--- src/rtl/irq_seq_pkg.sv ---
package irq_seq_pkg;

  typedef enum logic [2:0] {
    ST_OPC = 3'd0,
    ST_DUM = 3'd1,
    ST_PCH = 3'd2,
    ST_PCL = 3'd3,
    ST_PSW = 3'd4,
    ST_VLO = 3'd5,
    ST_VHI = 3'd6
  } step_e;

  typedef enum logic [1:0] {
    K_RST = 2'd0,
    K_NMI = 2'd1,
    K_IRQ = 2'd2,
    K_BRK = 2'd3
  } kind_e;

  localparam int IMASK_BIT = 2;
  localparam int BRKF_BIT  = 4;
  localparam int ONE_BIT   = 5;

endpackage

--- src/rtl/irq_nmi_detect.sv ---
module irq_nmi_detect #(
  parameter int QUAL = 2
) (
  input  logic clk,
  input  logic rst_n,
  input  logic nmi_n,
  output logic edge_o
);
  logic [QUAL-1:0] smp_q, smp_d;
  logic            act_q, act;

  // pin counts as active once QUAL successive samples are low
  generate
    if (QUAL == 1) begin : g_one
      assign smp_d = nmi_n;
    end else begin : g_many
      assign smp_d = {smp_q[QUAL-2:0], nmi_n};
    end
  endgenerate

  assign act    = ~|smp_q;
  assign edge_o = act & ~act_q;

  always_ff @(posedge clk or negedge rst_n) begin
    if (!rst_n) begin
      smp_q <= '1;
      act_q <= 1'b0;
    end else begin
      smp_q <= smp_d;
      act_q <= act;
    end
  end
endmodule

--- src/rtl/irq_vec_pick.sv ---
module irq_vec_pick import irq_seq_pkg::*; #(
  parameter int              AW      = 16,
  parameter logic [AW-1:0]   VEC_NMI = 16'hFFFA,
  parameter logic [AW-1:0]   VEC_RST = 16'hFFFC,
  parameter logic [AW-1:0]   VEC_IRQ = 16'hFFFE
) (
  input  kind_e         kind,
  input  logic          nmi_pend,
  output logic [AW-1:0] vec
);
  // reset outranks everything; a pending NMI outranks the started kind
  always_comb begin
    if (kind == K_RST)                      vec = VEC_RST;
    else if (kind == K_NMI || nmi_pend)     vec = VEC_NMI;
    else                                    vec = VEC_IRQ;
  end
endmodule

--- src/rtl/irq_entry_seq.sv ---
module irq_entry_seq import irq_seq_pkg::*; #(
  parameter int DW       = 8,
  parameter int NMI_QUAL = 2,
  parameter logic [DW-1:0]   STACK_PAGE = 8'h01,
  parameter logic [2*DW-1:0] VEC_NMI    = 16'hFFFA,
  parameter logic [2*DW-1:0] VEC_RST    = 16'hFFFC,
  parameter logic [2*DW-1:0] VEC_IRQ    = 16'hFFFE
) (
  input  logic            clk,
  input  logic            rst_n,
  input  logic            insn_end,
  input  logic            brk_op,
  input  logic            irq_n,
  input  logic            nmi_n,
  input  logic [2*DW-1:0] pc_in,
  input  logic [DW-1:0]   p_in,
  input  logic [DW-1:0]   sp_in,
  input  logic [DW-1:0]   rdata,
  output logic            bus_act,
  output logic            bus_wr,
  output logic [2*DW-1:0] addr,
  output logic [DW-1:0]   wdata,
  output logic [2*DW-1:0] pc_out,
  output logic [DW-1:0]   sp_out,
  output logic            set_imask,
  output logic            done
);
  localparam int AW = 2 * DW;

  logic          busy_q, busy_d;
  step_e         step_q, step_d;
  kind_e         kind_q, kind_d, start_kind;
  logic [AW-1:0] pc_q, pc_d, vbase_q, vbase_d, vec_sel;
  logic [DW-1:0] p_q, p_d, sp_q, sp_d, vlo_q, vlo_d, psw_push;
  logic          nmi_pend_q, nmi_pend_d, rst_pend_q, rst_pend_d;
  logic          nmi_edge, irq_ok, start, late_win;

  irq_nmi_detect #(.QUAL(NMI_QUAL)) i_nmi (
    .clk(clk), .rst_n(rst_n), .nmi_n(nmi_n), .edge_o(nmi_edge)
  );

  irq_vec_pick #(.AW(AW), .VEC_NMI(VEC_NMI), .VEC_RST(VEC_RST),
                 .VEC_IRQ(VEC_IRQ)) i_vec (
    .kind(kind_q), .nmi_pend(nmi_pend_q), .vec(vec_sel)
  );

  assign irq_ok = ~irq_n & ~p_in[IMASK_BIT];
  assign start  = ~busy_q & (rst_pend_q |
                  (insn_end & (nmi_pend_q | irq_ok | brk_op)));

  always_comb begin
    if (rst_pend_q)      start_kind = K_RST;
    else if (nmi_pend_q) start_kind = K_NMI;
    else if (irq_ok)     start_kind = K_IRQ;
    else                 start_kind = K_BRK;
  end

  // vector fetch cycles: a fresh NMI seen here is dropped
  assign late_win = busy_q & (step_q == ST_VLO || step_q == ST_VHI);

  always_comb begin
    busy_d     = busy_q;
    step_d     = step_q;
    kind_d     = kind_q;
    pc_d       = pc_q;
    p_d        = p_q;
    sp_d       = sp_q;
    vlo_d      = vlo_q;
    vbase_d    = vbase_q;
    rst_pend_d = rst_pend_q;
    nmi_pend_d = nmi_pend_q;
    if (start) begin
      busy_d = 1'b1;
      step_d = ST_OPC;
      kind_d = start_kind;
      pc_d   = pc_in;
      p_d    = p_in;
      sp_d   = sp_in;
      if (start_kind == K_RST) rst_pend_d = 1'b0;
    end else if (busy_q) begin
      if (step_q == ST_VHI) busy_d = 1'b0;
      else                  step_d = step_e'(step_q + 3'd1);
      if (step_q == ST_PCH || step_q == ST_PCL || step_q == ST_PSW)
        sp_d = sp_q - 1'b1;
      if (step_q == ST_VLO) begin
        vlo_d   = rdata;
        vbase_d = vec_sel;
      end
    end
    if (busy_q && step_q == ST_VLO && kind_q != K_RST) nmi_pend_d = 1'b0;
    if (nmi_edge && !late_win) nmi_pend_d = 1'b1;
  end

  always_ff @(posedge clk or negedge rst_n) begin
    if (!rst_n) begin
      busy_q     <= 1'b0;
      step_q     <= ST_OPC;
      kind_q     <= K_RST;
      pc_q       <= '0;
      p_q        <= '0;
      sp_q       <= '0;
      vlo_q      <= '0;
      vbase_q    <= '0;
      rst_pend_q <= 1'b1;
      nmi_pend_q <= 1'b0;
    end else begin
      busy_q     <= busy_d;
      step_q     <= step_d;
      kind_q     <= kind_d;
      pc_q       <= pc_d;
      p_q        <= p_d;
      sp_q       <= sp_d;
      vlo_q      <= vlo_d;
      vbase_q    <= vbase_d;
      rst_pend_q <= rst_pend_d;
      nmi_pend_q <= nmi_pend_d;
    end
  end

  // status image: break flag read in the push cycle itself
  always_comb begin
    psw_push           = p_q;
    psw_push[ONE_BIT]  = 1'b1;
    psw_push[BRKF_BIT] = (kind_q == K_BRK);
  end

  always_comb begin
    addr   = pc_q;
    wdata  = '0;
    bus_wr = 1'b0;
    if (busy_q) begin
      case (step_q)
        ST_PCH: begin
          addr = {STACK_PAGE, sp_q}; wdata = pc_q[AW-1:DW];
          bus_wr = (kind_q != K_RST);
        end
        ST_PCL: begin
          addr = {STACK_PAGE, sp_q}; wdata = pc_q[DW-1:0];
          bus_wr = (kind_q != K_RST);
        end
        ST_PSW: begin
          addr = {STACK_PAGE, sp_q}; wdata = psw_push;
          bus_wr = (kind_q != K_RST);
        end
        ST_VLO:  addr = vec_sel;
        ST_VHI:  addr = vbase_q + 1'b1;
        default: addr = pc_q;
      endcase
    end
  end

  assign bus_act   = busy_q;
  assign done      = busy_q & (step_q == ST_VHI);
  assign set_imask = done;
  assign pc_out    = {rdata, vlo_q};
  assign sp_out    = sp_q;
endmodule

--- config.mk ---
export PLATFORM = sky130hd
export DESIGN_NAME = irq_entry_seq
export DESIGN_NICKNAME = d
export VERILOG_FILES = /design/src/rtl/irq_seq_pkg.sv /design/src/rtl/irq_nmi_detect.sv /design/src/rtl/irq_vec_pick.sv /design/src/rtl/irq_entry_seq.sv
export SDC_FILE = /design/constraint.sdc
export NUM_CORES = 1
export LEC_CHECK = 0
export BUFFER_PORTS_ARGS = -buffer_cell sky130_fd_sc_hd__buf_2
export CAP_MARGIN = 20
export CORE_MARGIN = 10
export CORE_UTILIZATION = 33
export DETAILED_ROUTE_END_ITERATION = 8
export PLACE_DENSITY = 0.64
export REMOVE_ABC_BUFFERS = 1
export SYNTH_ARGS = -nofsm -noshare
export SYNTH_HDL_FRONTEND = slang
export SYNTH_SLANG_ARGS = --single-unit
--- constraint.sdc ---
create_clock -name clk -period 4.6 [get_ports clk]
set_input_delay 0.92 -clock clk [delete_from_list [all_inputs] [get_ports clk]]
set_output_delay 0.92 -clock clk [all_outputs]
set_load 0.02 [all_outputs]
---- After elaboration in Yosys (flattened, before gate mapping) ----
Cells that the tools add are included.
cells by class
  mux-type cells .......................... 22
  reduce and logical (&&, ||, !) cells .... 21
  eq/ne operators ......................... 8
  add/subtract/negate cells ............... 3
  bitwise gates (word level) .............. 14
operators by type and width
  operator                                             number
  case mux 16 bit (3 select lines)                     1
  2-to-1 mux 16 bit                                    2
  2-to-1 mux 8 bit                                     4
  case mux 8 bit (3 select lines)                      1
  adder 16 x 1 -> 16 bit, second input constant        1
  2-to-1 mux 3 bit                                     4
  equality test 3 bit, second input constant           3
  2-to-1 mux 1 bit                                     8
  nonzero test 2 bit                                   4
  subtractor 8 x 1 -> 8 bit, second input constant     1
  bitwise AND 1 bit                                    6
  equality test 3 x 2 -> 1 bit, second input constant  2
  AND reduction 2 bit                                  3
  NOT 1 bit                                            5
  logical NOT 2 bit                                    2
  logical OR 1 bit                                     4
  2-to-1 mux 2 bit                                     2
  adder 3 x 1 -> 3 bit, second input constant          1
  logical AND 1 bit                                    3
  bitwise OR 1 bit                                     3
  AND reduction 3 bit                                  1
  OR reduction 3 bit                                   1
  equality test 2 x 1 -> 1 bit, second input constant  1
  equality test 2 bit, second input constant           1
  other kinds (3)                                      4
storage, ports and cells
  input bits .............................. 46
  logic and storage cells ................. 80
  output and inout bits ................... 52
  register bits after elaboration ......... 67

---- Logic depth before layout (Yosys ltp) ----
Gate-level depths: netlist (run 1).
  word-level depth ........................ 9
  gate-level depth with buffers ........... 8
  mapped depth without buffers ............ 6

---- By module ----
A second synthesis (run 1) with hierarchy kept.
second synthesis, totals
  cells, all modules ...................... 389
  area total of the unflattened synthesis .. 3677.3 µm²
modules (own cells, without submodules)
  module          times used  area an instance (µm²)  cells an instance
  irq_entry_seq   1           3457.1                  366
  irq_vec_pick    1           128.9                   18
  irq_nmi_detect  1           91.3                    5

---- Worst setup path before layout (run 1) ----
Ideal clock, no wire load.
  path kind ............................... register to output
  from .................................... register step_q[2]
  to ...................................... output port addr[5]
  path buffers ............................ 3
  arrival ................................. 2030 ps
  path slack .............................. 1650 ps
  stages on the path, launching flop included .. 9
  cell sequence ........................... dfrtp_1 > clkbuf_1 > inv_1 > ha_1 > clkbuf_1 > o31ai_1 > clkbuf_1 > nand2_1 > o21ai_0
on the way
  cells in the longest elaborated chain, start to end .. 4
  elaborated cells between the ends (all ways) .. 8
  classes of those cells .................. eq/ne (5); mux (2); reduce/logical (1)
ends and longest elaborated chain
  what                                                                        line                  text
  from (decl)                                                                 irq_entry_seq.sv:31   step_e step_q, step_d;
  from (signal assigned)                                                      irq_entry_seq.sv:108  step_q <= step_d;
  equality test 3 x 2 -> 1 bit / equality test 3 bit (equally long branches)  irq_entry_seq.sv:132  case (step_q)
  OR reduction 3 bit (no source line)                                         n/a
  case mux 16 bit (3 select lines) *                                          irq_entry_seq.sv:132
  2-to-1 mux 16 bit *                                                         irq_entry_seq.sv:131  if (busy_q) begin
  to (decl)                                                                   irq_entry_seq.sv:21   output logic [2*DW-1:0] addr,
Mark *: on every way between the ends. The rest lies on a longest branch, timed or not.

---- Worst setup path after layout (run 1) ----
  from .................................... register step_q[2]
  to ...................................... output port addr[4]
The elaborated chain is that of the path after synthesis.

==> results_dict.tcl, run 1 <==
set metrics [dict create \
    status "completed" \
    grt_pass1_wl_um 12600 \
    yosysSeqAreaShare_pct 48.5 \
    ctsResizeCount 0 \
    fin_skew_ps 10.3 \
    syn_area_per_cell_um2 8.76 \
    grt_max_degree 53 \
    p_comb_share_pct 54.5 \
    min_path_cells 0 \
    max_slew.worst_pin.slew_ps 731 \
    max-vdd-ir-drop_v 0.000334 \
    die_height_um 110 \
    drt_pass1_iterations 4 \
    first_iter_violations 202 \
    slowest_delay_ps 660 \
    vias 2428 \
    drt-vias-per-instance 4.97 \
    hpwl_um 5860 \
    gp_congestion 0.811 \
    worstPathArrival_ps 2730 \
    grt_use_total_pct 13.0 \
    postCtsSetupRepairBufs 0 \
    ctsHoldBuffers 0 \
    syn_inst 307 \
    dp_cells 480 \
    syn-cell-area_mm2 0.00269 \
    r2r_cells 6 \
    rows 32 \
    finalSetupViolCount 0 \
    antenna_found_initial 0 \
    htree_levels 2 \
    switching_share_pct 48.4 \
    maxSlewHeadroom_pct 51.2 \
    crit_fanout 13 \
    layout_setup_ws_ps 945 \
    end_kind "primary output" \
    clockRootBuffer "clkbuf_8" \
    synthToLayoutAreaGrowth_pct 23.9 \
    clk_pin_slew_ps 100 \
    grt_pass1_vias 2517 \
    min_period_ps 3650 \
    synth_flop_cell "dfrtp_1" \
    power_frac_seq_pct 32.9 \
    cts_max_path_buffers 2 \
    portBuffers 95 \
    antenna_violating_nets_post_route 0 \
    critPathKind "reg2out" \
    die_area_mm2 0.0122 \
    drive_gt1_share_pct 33.6 \
    fin_tns_setup_ps 0 \
    slowest_stage "o31ai_2" \
    power_density_mw_per_mm2 787 \
    async_flop_share_pct 100 \
    core_region_area_mm2 0.00781 \
    ys_ff_latch 52 \
    routed_wl_um 7770 \
    clock_latency_ps 310 \
    antenna_cells 0 \
    p_clk_share_pct 12.7 \
    die_w_um 110 \
    wl_per_cell_um 15.9 \
    ys_warn_count 0 \
    synth_cell_types 45 \
    final-hold-violation-count 0 \
    start_kind "flip-flop" \
    cp_cell_sequence "inv_1, ha_1, o31ai_2, buf_4, nand2_1, o21ai_0, buf_2" \
    power_switching_w 0.00127 \
    cap_violations 0 \
    fmax_mhz 274 \
    ios 98 \
    hold_path.class "reg2reg" \
    utilization_pct 42.7 \
    post-place-ws_ps 1240 \
    synth_edf_count 0 \
    fill_cells 827 \
    cts_made_buffers 5 \
    required_ps 3680 \
    p_total_w 0.00262 \
    internal_power_w 0.00135 \
    final_cell_count_no_fill 489 \
    start_util_pct 34.4 \
    cts_tree "yes" \
    drv_slew 0 \
    drc 0 \
    rsz0062_at_grt "no" \
    overflow 0 \
    fin_crit_sh_pct 79.4 \
    cts_sinks 52 \
    fin_nets 438 \
    p_leak_nw 1.70 \
]
-- state kept, by name, indices dropped and copies added (netlist names) --
signal	count
vlo_q	8
nmi_pend_q	1
i_nmi.smp_q	2
i_nmi.act_q	1
p_q	6
step_q	3
bus_act	1
vbase_q	3
rst_pend_q	1
kind_q	2
sp_out	8
pc_q	16
-- cell type report --
type,count,area (µm²),share of cell area [%]
Clock buffer,6,82.6,2.48
Sequential cell,52,1310,39.2
Multi-Input combinational cell,219,1230,36.8
Timing Repair Buffer,100,520,15.6
Clock inverter,2,38.8,1.16
Tap cell,102,128,3.83
Inverter,8,30.0,0.901
-- cells in the mapped netlist (3+ instances only) --
cell type	instances	area share (%)
nand3_1	7	1.3
o31ai_1	5	1.4
nand2_1	101	14
a22oi_1	3	0.84
ha_1	6	2.8
a222oi_1	6	2.2
mux2_2	11	4.6
dfstp_2	3	2.9
buf_4	9	2.5
inv_1	8	1.1
dfrtp_1	49	46
o21ai_0	13	2.4
nor2_1	19	2.7
a21oi_1	11	2.0
clkbuf_1	18	2.5
-- per-stage QoR --
step | cell area (µm²) | hold WS (ps)
CTS | 3320 | 375
global placement | 3200 | 358
floorplan | 2550 | 354
global route | 3330 | 381
finish | 3330 | 372
detailed placement | 3200 | 361
-- metal layers --
metal | vias up | track usage, % | part of all wire, %
li1 | 1203 | - | -
met1 | 1125 | 16.8 | 44
met2 | 89 | 20.3 | 46
met3 | 11 | 3.42 | 8.4
met4 | 0 | 4.95 | 1.6
met5 | - | 0 | 0
-- worst max-delay path, delay by kind of cell (launching register included) --
family / cells / cell delay (ps)
AO/OA/AOI/OAI: 2 / 760
adder cells (fa/ha/maj): 1 / 400
buffers and inverters: 3 / 660
flip-flops: 1 / 540
AND/OR/NAND/NOR: 1 / 60
-- cell usage in the layout (no fill, tap or decap), drive strengths merged, types with 3 or more instances in the layout --
cell / netlist / layout
inv: 8 / 8
nand3: 7 / 7
nand2: 101 / 101
dfrtp: 49 / 49
mux2: 11 / 11
a21oi: 11 / 11
ha: 6 / 6
clkbuf: 18 / 6
o31ai: 5 / 5
buf: 10 / 100
or4: 3 / 3
a22oi: 3 / 3
dfstp: 3 / 3
o21ai: 14 / 14
nor2: 19 / 19
a222oi: 6 / 6
-- worst paths after layout --
kind | start | endpoint | slack (ps)
worst min register to register | i_nmi.smp_q[0] | i_nmi.smp_q[1] | 370
worst min-delay path | i_nmi.smp_q[0] | i_nmi.smp_q[1] | 370
worst max register to register | step_q[2] | sp_out[5] | 2010
min in group asynchronous | rst_n | i_nmi.act_q | 700
max in group asynchronous | rst_n | sp_out[1] | 3440
worst max-delay path | step_q[2] | addr[4] | 950
-- cell families (layout without fill, tap and decap cells) --
| logic type | count (synthesis) | count (layout) | synth area share, % |
|---|---|---|---|
| buffers and inverters | 36 | 116 | 6.28 |
| and+or+nand+nor | 142 | 142 | 22.0 |
| adders and majority gates | 6 | 6 | 2.79 |
| AOI/OAI and AO/OA | 59 | 59 | 15.4 |
| muxes | 12 | 12 | 4.98 |
| DFF | 52 | 52 | 48.5 |
-- power by group through the flow --
stage / logic, W / registers, W / clock network (W)
global placement: 0.00142 / 0.000859 / 0
CTS: 0.00145 / 0.000859 / 0.000342
finish: 0.00143 / 0.000862 / 0.000332
floorplan: 0.000858 / 0.000907 / 0
detailed placement: 0.00144 / 0.000869 / 0
global route: 0.00159 / 0.000900 / 0.000359
No activity file was read; power rests on OpenSTA's default activity.
==> inputs of run 2 (changes only) <==
--- a/config.mk
+++ b/config.mk
@@ -5,6 +5,7 @@
 export SDC_FILE = /design/constraint.sdc
 export NUM_CORES = 1
 export LEC_CHECK = 0
+export ABC_AREA = 1
 export BUFFER_PORTS_ARGS = -buffer_cell sky130_fd_sc_hd__buf_2
 export CAP_MARGIN = 20
 export CORE_MARGIN = 10
==> constraint.sdc (replaced) <==
create_clock -name clk -period 3.4 [get_ports clk]
set_input_delay 0.68 -clock clk [delete_from_list [all_inputs] [get_ports clk]]
set_output_delay 0.68 -clock clk [all_outputs]
set_load 0.02 [all_outputs]
==> run 2 against run 1 <==
  * Clock skew is 3.8 ps higher
  * Final area is 2.8% higher
  * Clock power grew 29%
  * Via count rose by 8.8%
  * Critical path type unchanged
==> results_dict.tcl, run 2 <==
set metrics [dict create \
    layout_commonest_cell "nand2_1" \
    cts_tree "yes" \
    portBuffers 95 \
    syn_inst 373 \
    start_util_pct 34.0 \
    synth_compound_area_share_pct 10.1 \
    hold-worst-slack_ps 331 \
    synth_cell_types 31 \
    htree_levels 2 \
    final_cell_count_no_fill 568 \
    clockRootBuffer "clkbuf_8" \
    postCtsSetupRepairBufs 0 \
    drc 0 \
    grt_max_degree 35 \
    fin_tns_setup_ps 0 \
    routed_wl_um 8130 \
    cp_top_family "buffers and inverters" \
    p_leak_nw 1.95 \
    utilization_pct 41.7 \
    rsz0062_at_grt "no" \
    synth-simple-area-share_pct 30.8 \
    antenna_cells 0 \
    worstPathArrival_ps 2360 \
    critPathKind "reg2out" \
    syn-cell-area_mm2 0.00280 \
    cts_sinks 52 \
    min_period_ps 3040 \
    status "completed" \
    ios 98 \
    power_density_mw_per_mm2 1080 \
    synth_most_common_cell "nand2_1" \
    wl_per_cell_um 14.3 \
    dpl_cell_area_mm2 0.00332 \
    slowest_stage "dfrtp_1" \
    yosysSeqAreaShare_pct 46.7 \
    clock_latency_ps 310 \
    grt_pass1_wl_um 13400 \
    fmax_mhz 329 \
    antenna_violating_nets_post_route 0 \
    rows 33 \
    fin_area_mm2 0.00342 \
    cts_made_buffers 5 \
    synth_mux_area_share_pct 0 \
    synth_edf_count 0 \
    crit_top_cell "ha_1" \
    die_w_um 112 \
    yosys.area_share.adder_pct 2.69 \
    required_ps 2720 \
    dp_cells 560 \
    drive_gt1_share_pct 26.6 \
    fin_nets 514 \
    critical_path_buf_inv_count 4 \
    top_register "pc_q" \
    gp_congestion 0.827 \
    ys_warn_count 0 \
    hpwl_um 6310 \
    die_height_um 112 \
    synthToLayoutAreaGrowth_pct 22.5 \
    ys_ff_latch 52 \
    drv_slew 0 \
    synth_top_family_by_area "simple AND/OR/NAND/NOR gates" \
    cp_cell_sequence "ha_1, ha_1, inv_1, nand3_4, nand2_2, buf_4, inv_2, nand2_1, o211ai_2, buf_2" \
    clk_pin_slew_ps 100 \
    grt_pass1_vias 2643 \
    finalSetupViolCount 0 \
    final-hold-violation-count 0 \
    fin_crit_sh_pct 89.3 \
    cts_max_path_buffers 2 \
    netlist.area_leader.share_pct 43.9 \
    largest_reg_flops 16 \
    overflow 0 \
    first_iter_violations 161 \
    end_kind "primary output" \
    cap_violations 0 \
    drt-vias-per-instance 4.65 \
    start_kind "flip-flop" \
    crit_fanout 12 \
    synth_flop_cell "dfrtp_1" \
    syn_area_per_cell_um2 7.49 \
    async_flop_share_pct 100 \
    final_cell_mix "nand2_1 (151), buf_2 (95), dfrtp_1 (49), inv_1 (31), nor2_1 (30)" \
    maxSlewHeadroom_pct 61.4 \
    max-vdd-ir-drop_v 0.000324 \
    ys_top_cells_by_count "nand2_1 (151), dfrtp_1 (49), inv_1 (31), nor2_1 (30), nand3_1 (19)" \
    fin_skew_ps 14.1 \
    synth_top_cell_by_area "dfrtp_1" \
    max_slew.worst_pin.slew_ps 579 \
    die_area_mm2 0.0126 \
    ctsResizeCount 0 \
    antenna_found_initial 0 \
    hold_path.class "in2async" \
    drt_pass1_iterations 4 \
    core_region_area_mm2 0.00822 \
    ff2ff_setup_slack_ps 1340 \
    vias 2641 \
    slowest_delay_ps 410 \
    ctsHoldBuffers 0 \
    grt_use_total_pct 12.9 \
    yosys.area_share.xor_xnor_pct 0.313 \
    synth.area.top_cells "dfrtp_1 (44%), nand2_1 (20%), inv_1 (4.2%)" \
]
==> run 2: cell types whose count changed in the layout (fill, tap and decap cells not counted), moves of 3 or more <==
cell,before,now
mux2_2,11,0
a22oi_1,3,0
a222oi_1,6,0
a21oi_1,11,14
o31ai_1,4,0
nand3_1,7,19
inv_2,0,6
a221oi_1,1,5
nand2_1,101,151
o21ai_1,1,9
nor2_1,19,30
inv_1,8,31
==> run 2: cells by family after synthesis <==
| group | count (synthesis) |
|---|---|
| AO/OA/AOI/OAI | 48 |
| XOR/XNOR | 1 |
| adder cells (fa/ha/maj) | 6 |
| buffers and inverters | 56 |
| flip-flops | 52 |
| AND/OR/NAND/NOR | 210 |
==> run 2: area by class of cell <==
cell class / instances / area, µm²
Sequential cell: 52 / 1310
Fill cell: 855 / 4790
Inverter: 38 / 143
Timing Repair Buffer: 100 / 513
Clock buffer: 6 / 72.6
Clock inverter: 2 / 35.0
Tap cell: 105 / 131
Multi-Input combinational cell: 265 / 1220
==> run 2: worst paths after layout <==
kind | from | to | cells past startpoint
setup reg to reg | step_q[0] | sp_out[0] | 12
hold / removal | rst_n | sp_out[4] | 1
hold reg to reg | i_nmi.smp_q[0] | i_nmi.smp_q[1] | 0
setup / recovery | step_q[0] | addr[0] | 10
max in group asynchronous | rst_n | rst_pend_q | 2
min in group clk | i_nmi.smp_q[0] | i_nmi.smp_q[1] | 0
==> run 2: per-layer routing <==
layer | routed length [µm] | track usage, % | part of all wire (%)
met4 | 88 | 3.13 | 1.1
met1 | 3440 | 15.9 | 42
met3 | 498 | 3.83 | 6.1
met2 | 4110 | 21.8 | 51
met5 | 0 | 0 | 0
==> run 2: stage by stage <==
stage          total power, W  worst slack [ps]
2_1_floorplan         0.00253               822
4_1_cts               0.00374               369
3_3_place_gp          0.00326               751
3_5_place_dp          0.00330               739
5_1_grt               0.00404               214
6_report              0.00369               363
==> run 2: where the power goes <==
group          total (W)  internal [W]  switching, W
sequential       0.00109      0.000888      0.000206
combinational    0.00217      0.000693       0.00147
clock           0.000429      0.000219      0.000210
==> run 2: worst register-to-register path, cell delays in order (launching register included) <==
cell     delay (ps)
dfrtp_1         410
ha_1            230
ha_1            280
inv_1           170
nand3_4         140
nand2_2         110
buf_4           210
inv_2            80
nand2_1         130
nand2_1          70
nand2_1          50
o21ai_0          70
inv_1            60
==> inputs of run 3 (changes only) <==
--- a/config.mk
+++ b/config.mk
@@ -11,7 +11,9 @@
 export CORE_MARGIN = 10
 export CORE_UTILIZATION = 33
 export DETAILED_ROUTE_END_ITERATION = 8
-export PLACE_DENSITY = 0.64
+export GPL_TIMING_DRIVEN = 0
+export PLACE_DENSITY_LB_ADDON = 0.3
+export RECOVER_POWER = 50
 export REMOVE_ABC_BUFFERS = 1
 export SYNTH_ARGS = -nofsm -noshare
 export SYNTH_HDL_FRONTEND = slang
==> run 3 against run 2 <==
  * The run now ends with max-capacitance violations, max-slew violations left
  * Wire length is 0.18% higher
  * Combinational power is 2% lower
  * Flip-flop and latch count is the same
  * Clock-buffer cell count unchanged
  * Highest routed layer unchanged
  * Final area fell by 1.6%
  * Sequential share of layout area up 0.64 points
  * Critical endpoint is now addr[2]
==> results_dict.tcl, run 3 (same netlist as run 2, synthesis figures left out) <==
set metrics [dict create \
    hold_path.class "reg2reg" \
    status "complete, but fails checks" \
    max_slew.worst_pin.slew_ps 1690 \
    wl_met1_um 3530 \
    r2r_cells 6 \
    rows 33 \
    hold-worst-slack_ps 372 \
    postCtsSetupRepairBufs 0 \
    gp_congestion 0.814 \
    die_area_mm2 0.0126 \
    fin_crit_sh_pct 92.3 \
    fin_tns_setup_ps 0 \
    grt_pass1_vias 2661 \
    fin_nets 510 \
    multi_input_area_mm2 0.00123 \
    routed_wl_um 8150 \
    end_kind "primary output" \
    core_region_area_mm2 0.00822 \
    drv_slew 31 \
    required_ps 2720 \
    antenna_found_initial 0 \
    met2_length_um 4050 \
    fin_skew_ps 4.01 \
    worstHoldStart "i_nmi.smp_q[0]" \
    fill_cells 899 \
    ff2ff_setup_slack_ps 1370 \
    clk_pin_slew_ps 100 \
    clock_latency_ps 310 \
    utilization_pct 41.0 \
    start_kind "flip-flop" \
    maxSlewHeadroom_pct -12.5 \
    first_iter_violations 89 \
    rr_endpoint "kind_q[1]" \
    min_path_cells 0 \
    top_layer "met4" \
    grt_pass1_wl_um 13200 \
    critPathKind "reg2out" \
    dp_cells 556 \
    cts_made_buffers 5 \
    fmax_mhz 319 \
    antenna_violating_nets_post_route 0 \
    die_w_um 112 \
    violations "max-capacitance violations, max-slew violations" \
    cap_violations 1 \
    r2r_start "rst_pend_q" \
    clockRootBuffer "clkbuf_8" \
    synthToLayoutAreaGrowth_pct 20.5 \
    rsz0062_at_grt "no" \
    min_period_ps 3140 \
    drive_gt1_share_pct 20.9 \
    cts_sinks 52 \
    drt-vias-per-instance 4.63 \
    antenna_cells 0 \
    portBuffers 95 \
    die_height_um 112 \
    cts_tree "yes" \
    register_area_mm2 0.00131 \
    wl_met3_um 324 \
    power_density_mw_per_mm2 1080 \
    layout_commonest_cell "nand2_1" \
    hpwl_um 6370 \
    finalSetupViolCount 0 \
    start_util_pct 34.0 \
    htree_levels 2 \
    max-vdd-ir-drop_v 0.000293 \
    top_register "pc_q" \
    worst_hold_path.endpoint "i_nmi.smp_q[1]" \
    drt_pass1_iterations 4 \
    final-hold-violation-count 0 \
    grt_use_total_pct 12.6 \
    crit_fanout 17 \
    drc 0 \
    overflow 0 \
    cts_max_path_buffers 2 \
    ios 98 \
    final_cell_count_no_fill 564 \
    vias 2613 \
    final_cell_mix "nand2_1 (151), buf_2 (73), dfrtp_1 (49), inv_1 (31), nor2_1 (30)" \
    wl_per_cell_um 14.4 \
    worstPathArrival_ps 2460 \
    largest_reg_flops 16 \
    p_leak_nw 1.87 \
    grt_max_degree 35 \
]
run 3: layout make-up:
class,count,share of cell area (%)
sequential,52,38.7
clock inverter,2,1.04
timing repair buffer,96,13.4
inverter,38,4.23
tap,105,3.90
multi-input combinational,265,36.5
clock buffer,6,2.15
run 3: critical path: stages, from the launching register on:
cell and delay, ps:
dfrtp_1 420, ha_1 230, ha_1 280, inv_1 150, nand3_4 150, nand2_4 200
nand2_4 180, inv_2 140, nor2_1 50, a21oi_1 150, buf_2 200
run 3: how the worst max path moves through the flow:
stage                         start       to
after floorplan           step_q[0]  addr[2]
after global placement    step_q[0]  addr[2]
after detailed placement  step_q[0]  addr[2]
after CTS                 step_q[0]  addr[2]
after global routing      step_q[0]  addr[2]
final                     step_q[0]  addr[2]
run 3: timing repair:
action / CTS / global route
endpoints found under the setup margin: 0 / 1
hold buffers: 0 / 0
resized for setup: 0 / 1
run 3: report_power, final:
| part | switching (W) | internal [W] |
|---|---|---|
| clock network | 0.000211 | 0.000219 |
| logic | 0.00147 | 0.000652 |
| registers | 0.000211 | 0.000887 |
run 3: metrics by stage:
step / instance area, µm² / total power, W / setup slack, ps
2_1_floorplan: 2670 / 0.00253 / 822
3_3_place_gp: 3280 / 0.00324 / 483
3_5_place_dp: 3300 / 0.00328 / 495
4_1_cts: 3410 / 0.00372 / 124
5_1_grt: 3370 / 0.00399 / 103
6_report: 3370 / 0.00365 / 262
run 3: metal layers:
metal	track usage [%]	up-vias
met4	6.26	0
met2	21.5	55
met1	14.3	1202
met3	3.30	17
met5	0	-
li1	-	1339
